File: src/rtl/dma4_sg.sv
module dma4_sg #(
  parameter int NSLOT = 4,
  parameter int CNT_W = 12,
  parameter int LA_W  = 16,
  parameter int FB_AW = 32
) (
  input  logic             clk,
  input  logic             rst_n,
  input  logic             bus_we,
  input  logic [7:0]       bus_addr,
  input  logic [31:0]      bus_wdata,
  output logic [31:0]      bus_rdata,
  output logic             ram_req,
  output logic             ram_we,
  output logic [LA_W-1:0]  ram_addr,
  output logic [31:0]      ram_wdata,
  input  logic [31:0]      ram_rdata,
  input  logic             ram_ack,
  output logic             fb_req,
  output logic             fb_we,
  output logic [FB_AW-1:0] fb_addr,
  output logic [31:0]      fb_wdata,
  input  logic [31:0]      fb_rdata,
  input  logic             fb_ack
);
  localparam int SW   = $clog2(NSLOT);
  localparam int TRIG = 2 * NSLOT;

  typedef enum logic [1:0] {S_IDLE, S_SLOT, S_RD, S_WR} st_t;

  st_t              st;
  logic [31:0]      cmd_q [NSLOT];
  logic [31:0]      fba_q [NSLOT];
  logic [SW-1:0]    slot, last_slot;
  logic [CNT_W-1:0] remain;
  logic [LA_W-1:0]  lptr;
  logic [FB_AW-1:0] fptr;
  logic [31:0]      dbuf;
  logic             dir_in;

  wire busy    = (st != S_IDLE);
  wire cfg_hit = bus_addr < 8'(TRIG);
  wire cfg_wr  = bus_we && cfg_hit && !busy;
  wire trig_ok = bus_wdata != 32'd0 && bus_wdata <= 32'(NSLOT);
  wire launch  = bus_we && bus_addr == 8'(TRIG) && !busy && trig_ok;
  wire [SW-1:0] cidx = bus_addr[SW:1];

  wire [CNT_W-1:0] cur_cnt = cmd_q[slot][16 +: CNT_W];
  wire src_ack = dir_in ? fb_ack : ram_ack;
  wire dst_ack = dir_in ? ram_ack : fb_ack;
  wire [31:0] src_data = dir_in ? fb_rdata : ram_rdata;

  assign ram_req   = (st == S_RD && !dir_in) || (st == S_WR && dir_in);
  assign fb_req    = (st == S_RD && dir_in) || (st == S_WR && !dir_in);
  assign ram_we    = (st == S_WR);
  assign fb_we     = (st == S_WR);
  assign ram_addr  = lptr;
  assign fb_addr   = fptr;
  assign ram_wdata = dbuf;
  assign fb_wdata  = dbuf;

  always_comb begin
    bus_rdata = 32'd0;
    if (cfg_hit) bus_rdata = bus_addr[0] ? fba_q[cidx] : cmd_q[cidx];
    else if (bus_addr == 8'(TRIG)) bus_rdata = {31'd0, busy};
  end

  always_ff @(posedge clk) begin
    if (!rst_n) begin
      for (int i = 0; i < NSLOT; i++) begin
        cmd_q[i] <= '0;
        fba_q[i] <= '0;
      end
    end else if (cfg_wr) begin
      if (bus_addr[0]) fba_q[cidx] <= bus_wdata;
      else             cmd_q[cidx] <= bus_wdata;
    end
  end

  always_ff @(posedge clk) begin
    if (!rst_n) begin
      st        <= S_IDLE;
      slot      <= '0;
      last_slot <= '0;
      remain    <= '0;
      lptr      <= '0;
      fptr      <= '0;
      dbuf      <= '0;
      dir_in    <= 1'b0;
    end else begin
      case (st)
        S_IDLE: if (launch) begin
          slot      <= '0;
          last_slot <= SW'(bus_wdata - 32'd1);
          st        <= S_SLOT;
        end
        S_SLOT: begin
          if (cur_cnt == '0) begin
            if (slot == last_slot) st <= S_IDLE;
            else slot <= slot + 1'b1;
          end else begin
            lptr   <= cmd_q[slot][LA_W-1:0];
            fptr   <= FB_AW'(fba_q[slot]);
            remain <= cur_cnt;
            dir_in <= cmd_q[slot][31];
            st     <= S_RD;
          end
        end
        S_RD: if (src_ack) begin
          dbuf <= src_data;
          st   <= S_WR;
        end
        S_WR: if (dst_ack) begin
          lptr   <= lptr + 1'b1;
          fptr   <= fptr + 1'b1;
          remain <= remain - 1'b1;
          if (remain == CNT_W'(1)) begin
            if (slot == last_slot) st <= S_IDLE;
            else begin
              slot <= slot + 1'b1;
              st   <= S_SLOT;
            end
          end else st <= S_RD;
        end
        default: st <= S_IDLE;
      endcase
    end
  end

  a_r10_one_port: assert property (@(posedge clk) disable iff (!rst_n)
    $onehot0({ram_req, fb_req}));
  a_r10_ram_hold: assert property (@(posedge clk) disable iff (!rst_n)
    ram_req && !ram_ack |=> ram_req && $stable(ram_addr) && $stable(ram_we) && $stable(ram_wdata));
  a_r10_fb_hold: assert property (@(posedge clk) disable iff (!rst_n)
    fb_req && !fb_ack |=> fb_req && $stable(fb_addr) && $stable(fb_we) && $stable(fb_wdata));
  a_r11_idle_quiet: assert property (@(posedge clk) disable iff (!rst_n)
    !busy |-> !ram_req && !fb_req);
  a_r5_launch_busy: assert property (@(posedge clk) disable iff (!rst_n)
    launch |=> bus_addr != 8'(TRIG) || bus_rdata != 32'd0);
  a_r9_bad_trigger: assert property (@(posedge clk) disable iff (!rst_n)
    !busy && bus_we && bus_addr == 8'(TRIG) && !trig_ok |=> !busy);

  for (genvar g = 0; g < NSLOT; g++) begin : g_frz
    a_r8_cfg_frozen: assert property (@(posedge clk) disable iff (!rst_n)
      busy |=> $stable(cmd_q[g]) && $stable(fba_q[g]));
  end
endmodule

File: config.mk
export PLATFORM = sky130hd
export DESIGN_NAME = dma4_sg
export DESIGN_NICKNAME = d
export VERILOG_FILES = /design/src/rtl/dma4_sg.sv
export SDC_FILE = /design/constraint.sdc
export NUM_CORES = 1
export LEC_CHECK = 0
export BUFFER_PORTS_ARGS = -buffer_cell sky130_fd_sc_hd__buf_4
export CAP_MARGIN = 20
export CORE_MARGIN = 8
export CORE_UTILIZATION = 58
export DETAILED_ROUTE_END_ITERATION = 8
export PLACE_DENSITY = 0.9
export SLEW_MARGIN = 20
export SYNTH_ARGS = -nofsm -noshare
export SYNTH_HDL_FRONTEND = slang
export SYNTH_SLANG_ARGS = --single-unit
File: constraint.sdc
create_clock -name clk -period 5.9 [get_ports clk]
set_clock_uncertainty 0.1 [all_clocks]
set_input_delay 0.59 -clock clk [delete_from_list [all_inputs] [get_ports clk]]
set_output_delay 0.59 -clock clk [all_outputs]
set_load 0.01 [all_outputs]
# ---- Word level (Yosys, flattened, before mapping)
# Memory sizes are Yosys's and may differ from the RTL's. A register that Yosys moved wholly into a read port is not among the register bits.
# Index checks and enable logic that the tools add are counted.
dict set report word_totals {
  regBits 99
  ram_bits 256
  inputBits 109
  out_inout_bits 148
  mem_count 2
}
dict set report op_classes {
  add_sub_neg 5
  magnitude_cmp 2
  n_eq_ne 13
  muxes 48
  bitwise_logic 1
  n_reduce_logical 28
}
# name words word_bits read_ports rd_clocked_by_memory_dff write_ports line
set memory_table {}
lappend memory_table {cmd_q 4 32 2 1 4 32} ;# logic [31:0] cmd_q [NSLOT];
lappend memory_table {fba_q 4 32 2 1 4 33} ;# logic [31:0] fba_q [NSLOT];
# op n
set ops {}
lappend ops {{$mux W32} 7}
lappend ops {{$pmux W32 S2} 1}
lappend ops {{$reduce_or A32 Y1} 2}
lappend ops {{$mux W2} 17}
lappend ops {{$add A32 B1 Y32 const B} 1}
lappend ops {{$le A32 B3 Y1 const B} 1}
lappend ops {{$mux W16} 2}
lappend ops {{$pmux W16 S2} 1}
lappend ops {{$reduce_bool A32 Y1} 1}
lappend ops {{$mux W12} 2}
lappend ops {{$pmux W12 S2} 1}
lappend ops {{$add A16 B1 Y16 const B} 1}
lappend ops {{$mux W1} 15}
lappend ops {{$eq A12 B1 Y1 const B} 1}
lappend ops {{$logic_not A12 Y1} 1}
lappend ops {{$sub A12 B1 Y12 const B} 1}
lappend ops {{$logic_and A1 B1 Y1} 10}
lappend ops {{$eq A8 B4 Y1 const B} 1}
lappend ops {{$lt A8 B4 Y1 const B} 1}
lappend ops {{$ne A2 B2 Y1 const B} 4}
lappend ops {{$pmux W2 S4} 1}
lappend ops {{$pmux W2 S3} 1}
lappend ops {{$reduce_and A2 Y1} 3}
lappend ops {{$reduce_and A5 Y1} 1}
lappend ops {{15 further kinds} 20}

# ---- Logic depth before layout (Yosys ltp)
# Gate-level depths: netlist of run 1.
dict set report depth {
  word_depth 8
  depth_mapped 9
  depth_no_buf 7
}

# ---- Least setup slack after synthesis of run 1
# OpenSTA, ideal clock, no wires.
dict set report synth_timing {
  path_kind {input -> register}
  from {input port bus_addr[7]}
  to {memory fba_q[0][0] (enable)}
  setup_ns 0.470
  t_arrival_ns 3.962
  t_required_ns 5.330
  slack_ns 1.368
  path_stages 4
  path_cell_list {nor4_1 nor2b_1 nand3_1 o31ai_1}
}
# element line
set synth_lines {}
lappend synth_lines {{from (decl)} 10} ;# input logic [7:0] bus_addr,
lappend synth_lines {{to (decl)} 33}

==> results_dict.tcl, run 1 <==
set metrics [dict create \
    dpl_worst_slack_ps 1920 \
    viasPerCell 6.80 \
    gp_congestion 0.970 \
    worst_pin_slew_ps 1170 \
    ir_drop_mv 0.265 \
    track_usage_pct 31.0 \
    vias 14900 \
    outcome "complete, no violations" \
    ioPinCount 257 \
    avgSynthCellArea_um2 12.3 \
    die_area_um2 38800 \
    ctsLongestPathBuffers 3 \
    tritoncts "done" \
    place_area_um2 21100 \
    syn_inst 1550 \
    grt_pass1_wl_mm 92.2 \
    ant_nets 0 \
    grt_max_degree 79 \
    design_area_um2 22400 \
    max_freq_mhz 253 \
    setup_tns_ps 0 \
    power.total_mw 5.69 \
    core_um2 32400 \
    final_cell_mix "buf_4, edfxtp_1, and2_1" \
    cts_buffers 39 \
    slew_viol_final 0 \
    cts_hold_buf 0 \
    yosys_warnings 0 \
    crit_chain "mux4_2, nor4_1, nand4_1, nand3_1, o22ai_1" \
    die_h_um 197 \
    syn-cell-area_um2 19000 \
    yosys.area.top_type "edfxtp_1" \
    critPathMaxFanout 42 \
    layout_commonest_cell "buf_4" \
    ys_seq_area_share_pct 51.1 \
    wl_mm 61.3 \
    dp_hpwl_mm 40.8 \
    path_clk_slew_ps 60 \
    fillCellCount 2101 \
    critPathLaunchType "flop" \
    antenna_found_initial 5 \
    drive_above_1_share_pct 29.0 \
    synth_top_flop_cell "edfxtp_1" \
    netlist.area_leader.share_pct 40.4 \
    fp.dieW_um 197 \
    drt-pass1-iter-count 6 \
    maxCapViolations 0 \
    slowest_delay_ps 920 \
    layout.nets 1837 \
    power.leakage_nw 8.23 \
    netlist_top_cells_area "edfxtp_1, mux4_2, dfxtp_1, and2_1, mux2i_1" \
    finalHoldViolations 0 \
    hold_ws_ps 189 \
    arrival_ps 4220 \
    synth_cell_types 66 \
    cts-htree-levels 2 \
    finalCriticalPeriod_ps 3950 \
    port_buffers 256 \
    slew_headroom_pct 21.0 \
    cts_resized 0 \
    rows 66 \
    crit_type "flop to flop" \
    end_kind "flop" \
    clock-root-buffer "clkbuf_16" \
    drt_iter0_drc 1959 \
    synth_edf_count 256 \
    p_per_area_nw_per_um2 254 \
    clock_sinks 357 \
    wl_per_cell_um 27.9 \
    setup_ws_ps 1950 \
    ys_ff_latch 357 \
    cp_slowest_cell "dfxtp_4" \
    clk_latency_ps 550 \
    post_cts_buffers 0 \
    hp-class "input port to flop" \
    gr-total-overflow 0 \
    setup_viol 0 \
    drc 0 \
    syn-num-nets 1664 \
    start_util_pct 58.7 \
    synthArstFlopShare_pct 0 \
    finalCritPeriodShare_pct 67.0 \
    holdCritStartpoint "bus_wdata[0]" \
    cp_data_required_time_ps 6160 \
    grt_setup_unrepaired "no" \
    grt_pass1_vias 15000 \
    syn_to_final_growth_pct 18.0 \
]
==> synthesized netlist by cell type, types with 3 or more instances <==
cell type	n
a211oi_1	40
a21oi_1	35
a22oi_1	5
a31o_2	7
a31oi_1	12
a41o_1	3
and2_1	245
and3_1	6
and4_1	7
buf_1	18
buf_2	6
buf_4	33
buf_6	4
clkbuf_1	97
clkinv_1	3
dfxtp_1	101
edfxtp_1	256
ha_1	5
inv_1	7
mux2i_1	74
mux4_2	125
nand2_1	85
nand2b_1	4
nand3_1	22
nand4_1	23
nor2_1	106
nor3_1	29
nor3b_1	4
nor4_1	21
o211ai_1	4
o21a_1	5
o21ai_0	32
o22ai_1	25
o31a_1	11
o31ai_1	20
o32ai_1	7
o41a_1	3
o41ai_1	9
or3_1	7
or4_1	6
==> report_power, final <==
part           switching, mW  leakage [nW]  internal, mW
logic                  0.222          4.13         0.165
registers             0.0360          3.46          2.74
clock network           1.03         0.638          1.49
total                   1.29          8.23          4.40
==> layer usage <==
metal  share of wire (%)  track usage [%]  routed length, µm  up-vias
li1                    -                -                  -     6269
met4                 4.6             13.5               2830        8
met2                  47             51.3              29100     1258
met3                  14             9.85               8560      226
met1                  34             37.1              20800     7168
met5               0.093                0                 57        -
==> registers in the layout, summed over array words and instances, names as in the netlist, 12 cells and up, named ones only <==
register  cells
fb_wdata     32
ram_addr     16
remain       12
fba_q       128
cmd_q       128
fb_addr      32
==> final cells by class <==
cell class | instances | area, µm² | share of cell area, %
diodes | 1 | 2.50 | 0.0112
clock buffers | 45 | 1040 | 4.64
clock inverters | 26 | 278 | 1.24
inverters | 10 | 37.5 | 0.167
multi-input cells | 1024 | 8610 | 38.4
flip-flops and latches | 357 | 9720 | 43.3
well taps | 442 | 553 | 2.47
repair buffers | 291 | 2190 | 9.77
==> metrics by stage <==
step                      instances  utilization [%]
after floorplan                1550                -
after global placement         2123             65.2
after detailed placement       2124             65.2
after CTS                      2195             69.3
after global routing           2195             69.3
final                          2196             69.3
==> kinds of logic after synthesis <==
family | Yosys count | share of synthesized area (%)
xor gates and xnor gates | 4 | 0.184
and+or+nand+nor | 575 | 16.3
DFF | 357 | 51.1
AOI/OAI and AO/OA | 239 | 9.04
muxes | 201 | 18.8
buffers and inverters | 169 | 4.25
adders and majority gates | 5 | 0.329
==> path summary, 6_finish.rpt <==
| check | endpoint | slack [ps] | depth (start not counted) |
|---|---|---|---|
| worst max-delay path | remain[9] | 1950 | 5 |
| worst min-delay path | last_slot[0] | 190 | 2 |
| worst max register to register | remain[9] | 1950 | 5 |
| worst min register to register | remain[6] | 390 | 2 |
==> critical path, delay by kind of cell, from the launching register on <==
family / cells / cell delay [ps]
and+or+nand+nor: 3 / 1890
DFF: 1 / 920
muxes: 1 / 650
AOI/OAI and AO/OA: 1 / 210
(Power assumes the default switching activity.)
==> inputs of run 2 (changes only) <==
==> constraint.sdc (replaced) <==
create_clock -name clk -period 4 [get_ports clk]
set_clock_uncertainty 0.1 [all_clocks]
set_input_delay 0.4 -clock clk [delete_from_list [all_inputs] [get_ports clk]]
set_output_delay 0.4 -clock clk [all_outputs]
set_load 0.01 [all_outputs]
==> run 2 against run 1 <==
- cell area is 0.20% higher
- largest cell class unchanged
- critical endpoint is now ram_addr[8]
- utilization up 0.14 points
- power is 42% higher
- sequential share of layout area decreased by 0.084 points
- register-to-register slack got worse by 1200 ps
==> results_dict.tcl, run 2 (synthesis results as in run 1) <==
set metrics [dict create \
    outcome "complete, no violations" \
    ctsLongestPathBuffers 3 \
    end_kind "flop" \
    worstRegToRegCells 5 \
    rows 66 \
    grt_max_degree 65 \
    fp.dieW_um 197 \
    grt_pass1_vias 14500 \
    syn_to_final_growth_pct 18.2 \
    place_area_um2 21300 \
    critPathMaxFanout 22 \
    path_clk_slew_ps 60 \
    grt_pass1_wl_mm 90.3 \
    critPathLaunchType "flop" \
    core_um2 32400 \
    setup_tns_ps 0 \
    drt_iter0_drc 2051 \
    hold_depth 2 \
    pwr-share-clk_pct 42.1 \
    arrival_ps 3590 \
    holdCritStartpoint "bus_wdata[15]" \
    antenna_cells 0 \
    largestRegisters "cmd_q: 128 flops, fba_q: 128 flops" \
    ant_nets 0 \
    finalCritPeriodShare_pct 80.5 \
    vias 14900 \
    design_area_um2 22500 \
    post_cts_buffers 0 \
    crit_type "flop to flop" \
    antenna_found_initial 1 \
    setup_ws_ps 779 \
    gp_congestion 0.988 \
    cts_buffers 38 \
    clk_latency_ps 550 \
    track_usage_pct 30.4 \
    layout.nets 1851 \
    rrSetupSlack_ps 780 \
    slew_headroom_pct 32.0 \
    layout_commonest_cell "buf_4" \
    die_area_um2 38800 \
    wl_per_cell_um 27.6 \
    finalHoldViolations 0 \
    clock_sinks 357 \
    p_switching_mw 1.86 \
    worst_pin_slew_ps 1020 \
    die_h_um 197 \
    final_cells 2206 \
    finalCriticalPeriod_ps 3220 \
    gr-total-overflow 0 \
    start_util_pct 58.7 \
    port_buffers 256 \
    cp_data_required_time_ps 4370 \
    setup_viol 0 \
    drive_above_1_share_pct 29.1 \
    reg2reg_to "ram_addr[8]" \
    holdPathEnd "cmd_q[3][15]" \
    p_int_mw 6.22 \
    power_switching_share_pct 23.0 \
    clock-root-buffer "clkbuf_16" \
    fillCellCount 2150 \
    dp.cells 2138 \
    slew_viol_final 0 \
    viasPerCell 6.75 \
    grt_setup_unrepaired "no" \
    wl_mm 60.8 \
    p_per_area_nw_per_um2 359 \
    p_seq_share_pct 50.7 \
    dpl_worst_slack_ps 743 \
    maxCapViolations 0 \
    hp-class "input port to flop" \
    drt-pass1-iter-count 6 \
    cts-htree-levels 2 \
    ioPinCount 257 \
    tritoncts "done" \
    drc 0 \
    ir_drop_mv 0.348 \
    max_freq_mhz 310 \
    comb_power_share_pct 7.2 \
    dp_hpwl_mm 41.6 \
    power.leakage_nw 8.26 \
    final_cell_mix "buf_4, edfxtp_1, and2_1" \
]
## run 2: cell types whose count changed in the layout (fill, tap and decap cells not counted), moves of 3 or more
cell,previous run,this run
buf_12,0,7
clkbuf_8,0,3
clkbuf_1,4,11
clkinv_2,7,1
bufinv_16,5,1
buf_4,289,298
## run 2: layout make-up
class	count	area, µm²	share of cell area (%)
clock buffers	54	1070	4.74
clock inverters	13	101	0.451
inverters	10	37.5	0.167
multi-input cells	1024	8610	38.3
flip-flops and latches	357	9720	43.2
well taps	442	553	2.46
repair buffers	306	2390	10.6
## run 2: worst max-delay path, stage by stage (launching register included)
cell,delay (ps)
dfxtp_4,620
mux4_2,590
or4_1,690
o41ai_4,780
o21ai_0,190
a21oi_1,170
## run 2: layer usage
metal  part of all wire [%]  vias up  GRT usage [%]  routed length, µm
met5                  0.021        -              0                 13
met4                    3.6        2           10.4               2180
met3                     14      161           8.26               8600
met2                     48     1205           50.6              29100
met1                     34     7244           38.1              20900
li1                       -     6272              -                  -
## run 2: worst max path at each step
stage	startpoint	end	slack, ps	cells past startpoint
after floorplan	bus_addr[7]	fba_q[1][0]	-230	4
after global placement	flop	ram_addr[8]	760	5
after detailed placement	flop	ram_addr[8]	740	5
after CTS	flop	ram_addr[8]	730	5
after global routing	flop	flop	570	5
final	flop	ram_addr[8]	780	5
## run 2: power by group through the flow
stage	clock, mW	sequential (mW)	combinational (mW)
floorplan	0	4.15	0.299
global placement	0	4.15	0.556
detailed placement	0	4.17	0.564
CTS	3.41	4.09	0.572
global route	3.55	4.10	0.602
finish	3.40	4.09	0.579
## run 2: through the flow
stage / utilization [%] / total power, mW / hold WS, ps
after floorplan: - / 4.45 / 352
after global placement: 65.8 / 4.71 / 373
after detailed placement: 65.8 / 4.73 / 384
after CTS: 69.4 / 8.08 / 92.3
after global routing: 69.4 / 8.26 / 106
final: 69.4 / 8.08 / 104
## run 2: timing repair
| action | in CTS | in global routing |
|---|---|---|
| hold buffers | 1 | 0 |
| resized for setup | 0 | 0 |
| endpoints found under the hold margin | 1 | 0 |
==> inputs of run 3 (changes only) <==
--- a/config.mk
+++ b/config.mk
@@ -8,9 +8,9 @@
 export BUFFER_PORTS_ARGS = -buffer_cell sky130_fd_sc_hd__buf_4
 export CAP_MARGIN = 20
 export CORE_MARGIN = 8
-export CORE_UTILIZATION = 58
+export CORE_UTILIZATION = 53
 export DETAILED_ROUTE_END_ITERATION = 8
-export PLACE_DENSITY = 0.9
+export PLACE_DENSITY = 0.87
 export SLEW_MARGIN = 20
 export SYNTH_ARGS = -nofsm -noshare
 export SYNTH_HDL_FRONTEND = slang
==> constraint.sdc (replaced) <==
create_clock -name clk -period 2.8 [get_ports clk]
set_clock_uncertainty 0.1 [all_clocks]
set_input_delay 0.28 -clock clk [delete_from_list [all_inputs] [get_ports clk]]
set_output_delay 0.28 -clock clk [all_outputs]
set_load 0.01 [all_outputs]
==> run 3 against run 2 <==
- the flow now finishes with violations (negative setup slack)
- maximum frequency up 13%
- combinational power up 60%
- cell count up 5.3%
- setup slack worse by 830 ps
- utilization down 2.7 points
- register-to-register slack worse by 830 ps
- sequential share of layout area down 2.2 points
==> results_dict.tcl, run 3 (synthesis results as in run 1) <==
set metrics [dict create \
    outcome "complete, but fails checks" \
    violations "negative setup slack" \
    drc 0 \
    syn_to_final_growth_pct 24.6 \
    ctsLongestPathBuffers 3 \
    path_clk_slew_ps 60 \
    grt_max_degree 76 \
    maxCapViolations 0 \
    cp_data_required_time_ps 3150 \
    viasPerCell 6.56 \
    final_cell_mix "buf_4, edfxtp_1, and2_1" \
    setup_viol 21 \
    crit_chain "buf_12, buf_12, mux4_2, or4_4, buf_4, o41ai_4, buf_6, o211ai_1, o31ai_1" \
    ioPinCount 257 \
    ant_nets 0 \
    fillCellCount 2357 \
    slew_headroom_pct 36.4 \
    clock-root-buffer "clkbuf_16" \
    p_per_area_nw_per_um2 506 \
    cp_slowest_cell "or4_4" \
    fp.dieW_um 205 \
    gp_congestion 0.922 \
    drt_iter0_drc 1998 \
    vias 15300 \
    critPathTopFamily "buffers and inverters" \
    layout.nets 1947 \
    grt_setup_unrepaired "yes" \
    core_um2 35500 \
    cts-htree-levels 2 \
    end_kind "flop" \
    drt-pass1-iter-count 5 \
    slowest_delay_ps 590 \
    finalCritPeriodShare_pct 102 \
    crit_type "flop to flop" \
    cts_buffers 39 \
    port_buffers 256 \
    clock_sinks 357 \
    power.leakage_nw 8.86 \
    critPathLaunchType "flop" \
    antenna_cells 0 \
    arrival_ps 3190 \
    path_common_cell "buf_12" \
    die_area_um2 42200 \
    largestRegisters "cmd_q: 128 flops, fba_q: 128 flops" \
    rrSetupSlack_ps -50 \
    ir_drop_mv 0.504 \
    slew_viol_final 0 \
    gr-total-overflow 0 \
    max_freq_mhz 351 \
    cp_num_buf_inv 4 \
    dpl_worst_slack_ps -202 \
    drive_above_1_share_pct 32.3 \
    setup_tns_ps -534 \
    rows 69 \
    layout_commonest_cell "buf_4" \
    tritoncts "done" \
    finalHoldViolations 0 \
    track_usage_pct 29.4 \
    grt_pass1_wl_mm 94.5 \
    start_util_pct 53.6 \
    grt_pass1_vias 15200 \
    critPathMaxFanout 10 \
    wl_mm 63.7 \
    finalCriticalPeriod_ps 2850 \
    wl_per_cell_um 27.4 \
    die_h_um 205 \
    power.total_mw 12.0 \
    worst_pin_slew_ps 946 \
    setup_ws_ps -46.4 \
    hp-class "input port to flop" \
    antenna_found_initial 1 \
    clk_latency_ps 540 \
    dp_hpwl_mm 43.1 \
]
==> run 3: what timing repair did <==
item / CTS / global route
buffers inserted: 3 / 3
gates cloned: 1 / 1
gates resized for setup: 4 / 12
hold endpoints to repair: 108 / 0
setup endpoints to repair: 53 / 59
hold buffers: 25 / 0
pin swaps: 2 / 5
==> run 3: final timing paths <==
check | start | to | cells after the start
setup / recovery | flop | fb_addr[28] | 9
hold reg to reg | remain[3] | remain[3] | 2
setup reg to reg | flop | fb_addr[28] | 9
hold / removal | bus_wdata[30] | cmd_q[0][30] | 2
==> run 3: power by group <==
group	total (mW)	leakage [nW]	internal [mW]	switching [mW]
logic	0.925	4.77	0.424	0.501
registers	5.85	3.46	5.77	0.0729
clock network	5.21	0.626	3.04	2.17
==> run 3: stage by stage <==
| step | hold slack (ps) | area (µm²) | util (%) | instances |
|---|---|---|---|---|
| 2_1_floorplan | 276 | 19000 | - | 1550 |
| 3_3_place_gp | 363 | 22000 | 61.9 | 2220 |
| 3_5_place_dp | 382 | 22000 | 61.9 | 2220 |
| 4_1_cts | 1.41 | 23600 | 66.4 | 2320 |
| 5_1_grt | 15.4 | 23700 | 66.7 | 2324 |
| 6_report | 7.67 | 23700 | 66.7 | 2324 |
==> run 3: layout make-up <==
type | count | area, µm² | area share, %
Clock inverter | 23 | 203 | 0.856
Multi-Input combinational cell | 1026 | 8710 | 36.8
Sequential cell | 357 | 9720 | 41.0
Inverter | 10 | 41.3 | 0.174
Timing Repair Buffer | 399 | 3350 | 14.2
Tap cell | 461 | 577 | 2.44
Clock buffer | 48 | 1080 | 4.58
==> run 3: per-layer routing <==
| metal | vias up | part of all wire (%) | track usage, % |
|---|---|---|---|
| met4 | 2 | 4.5 | 11.8 |
| met1 | 7398 | 35 | 35.9 |
| li1 | 6486 | - | - |
| met2 | 1155 | 48 | 49.6 |
| met3 | 213 | 12 | 7.19 |
| met5 | - | 0.014 | 0 |
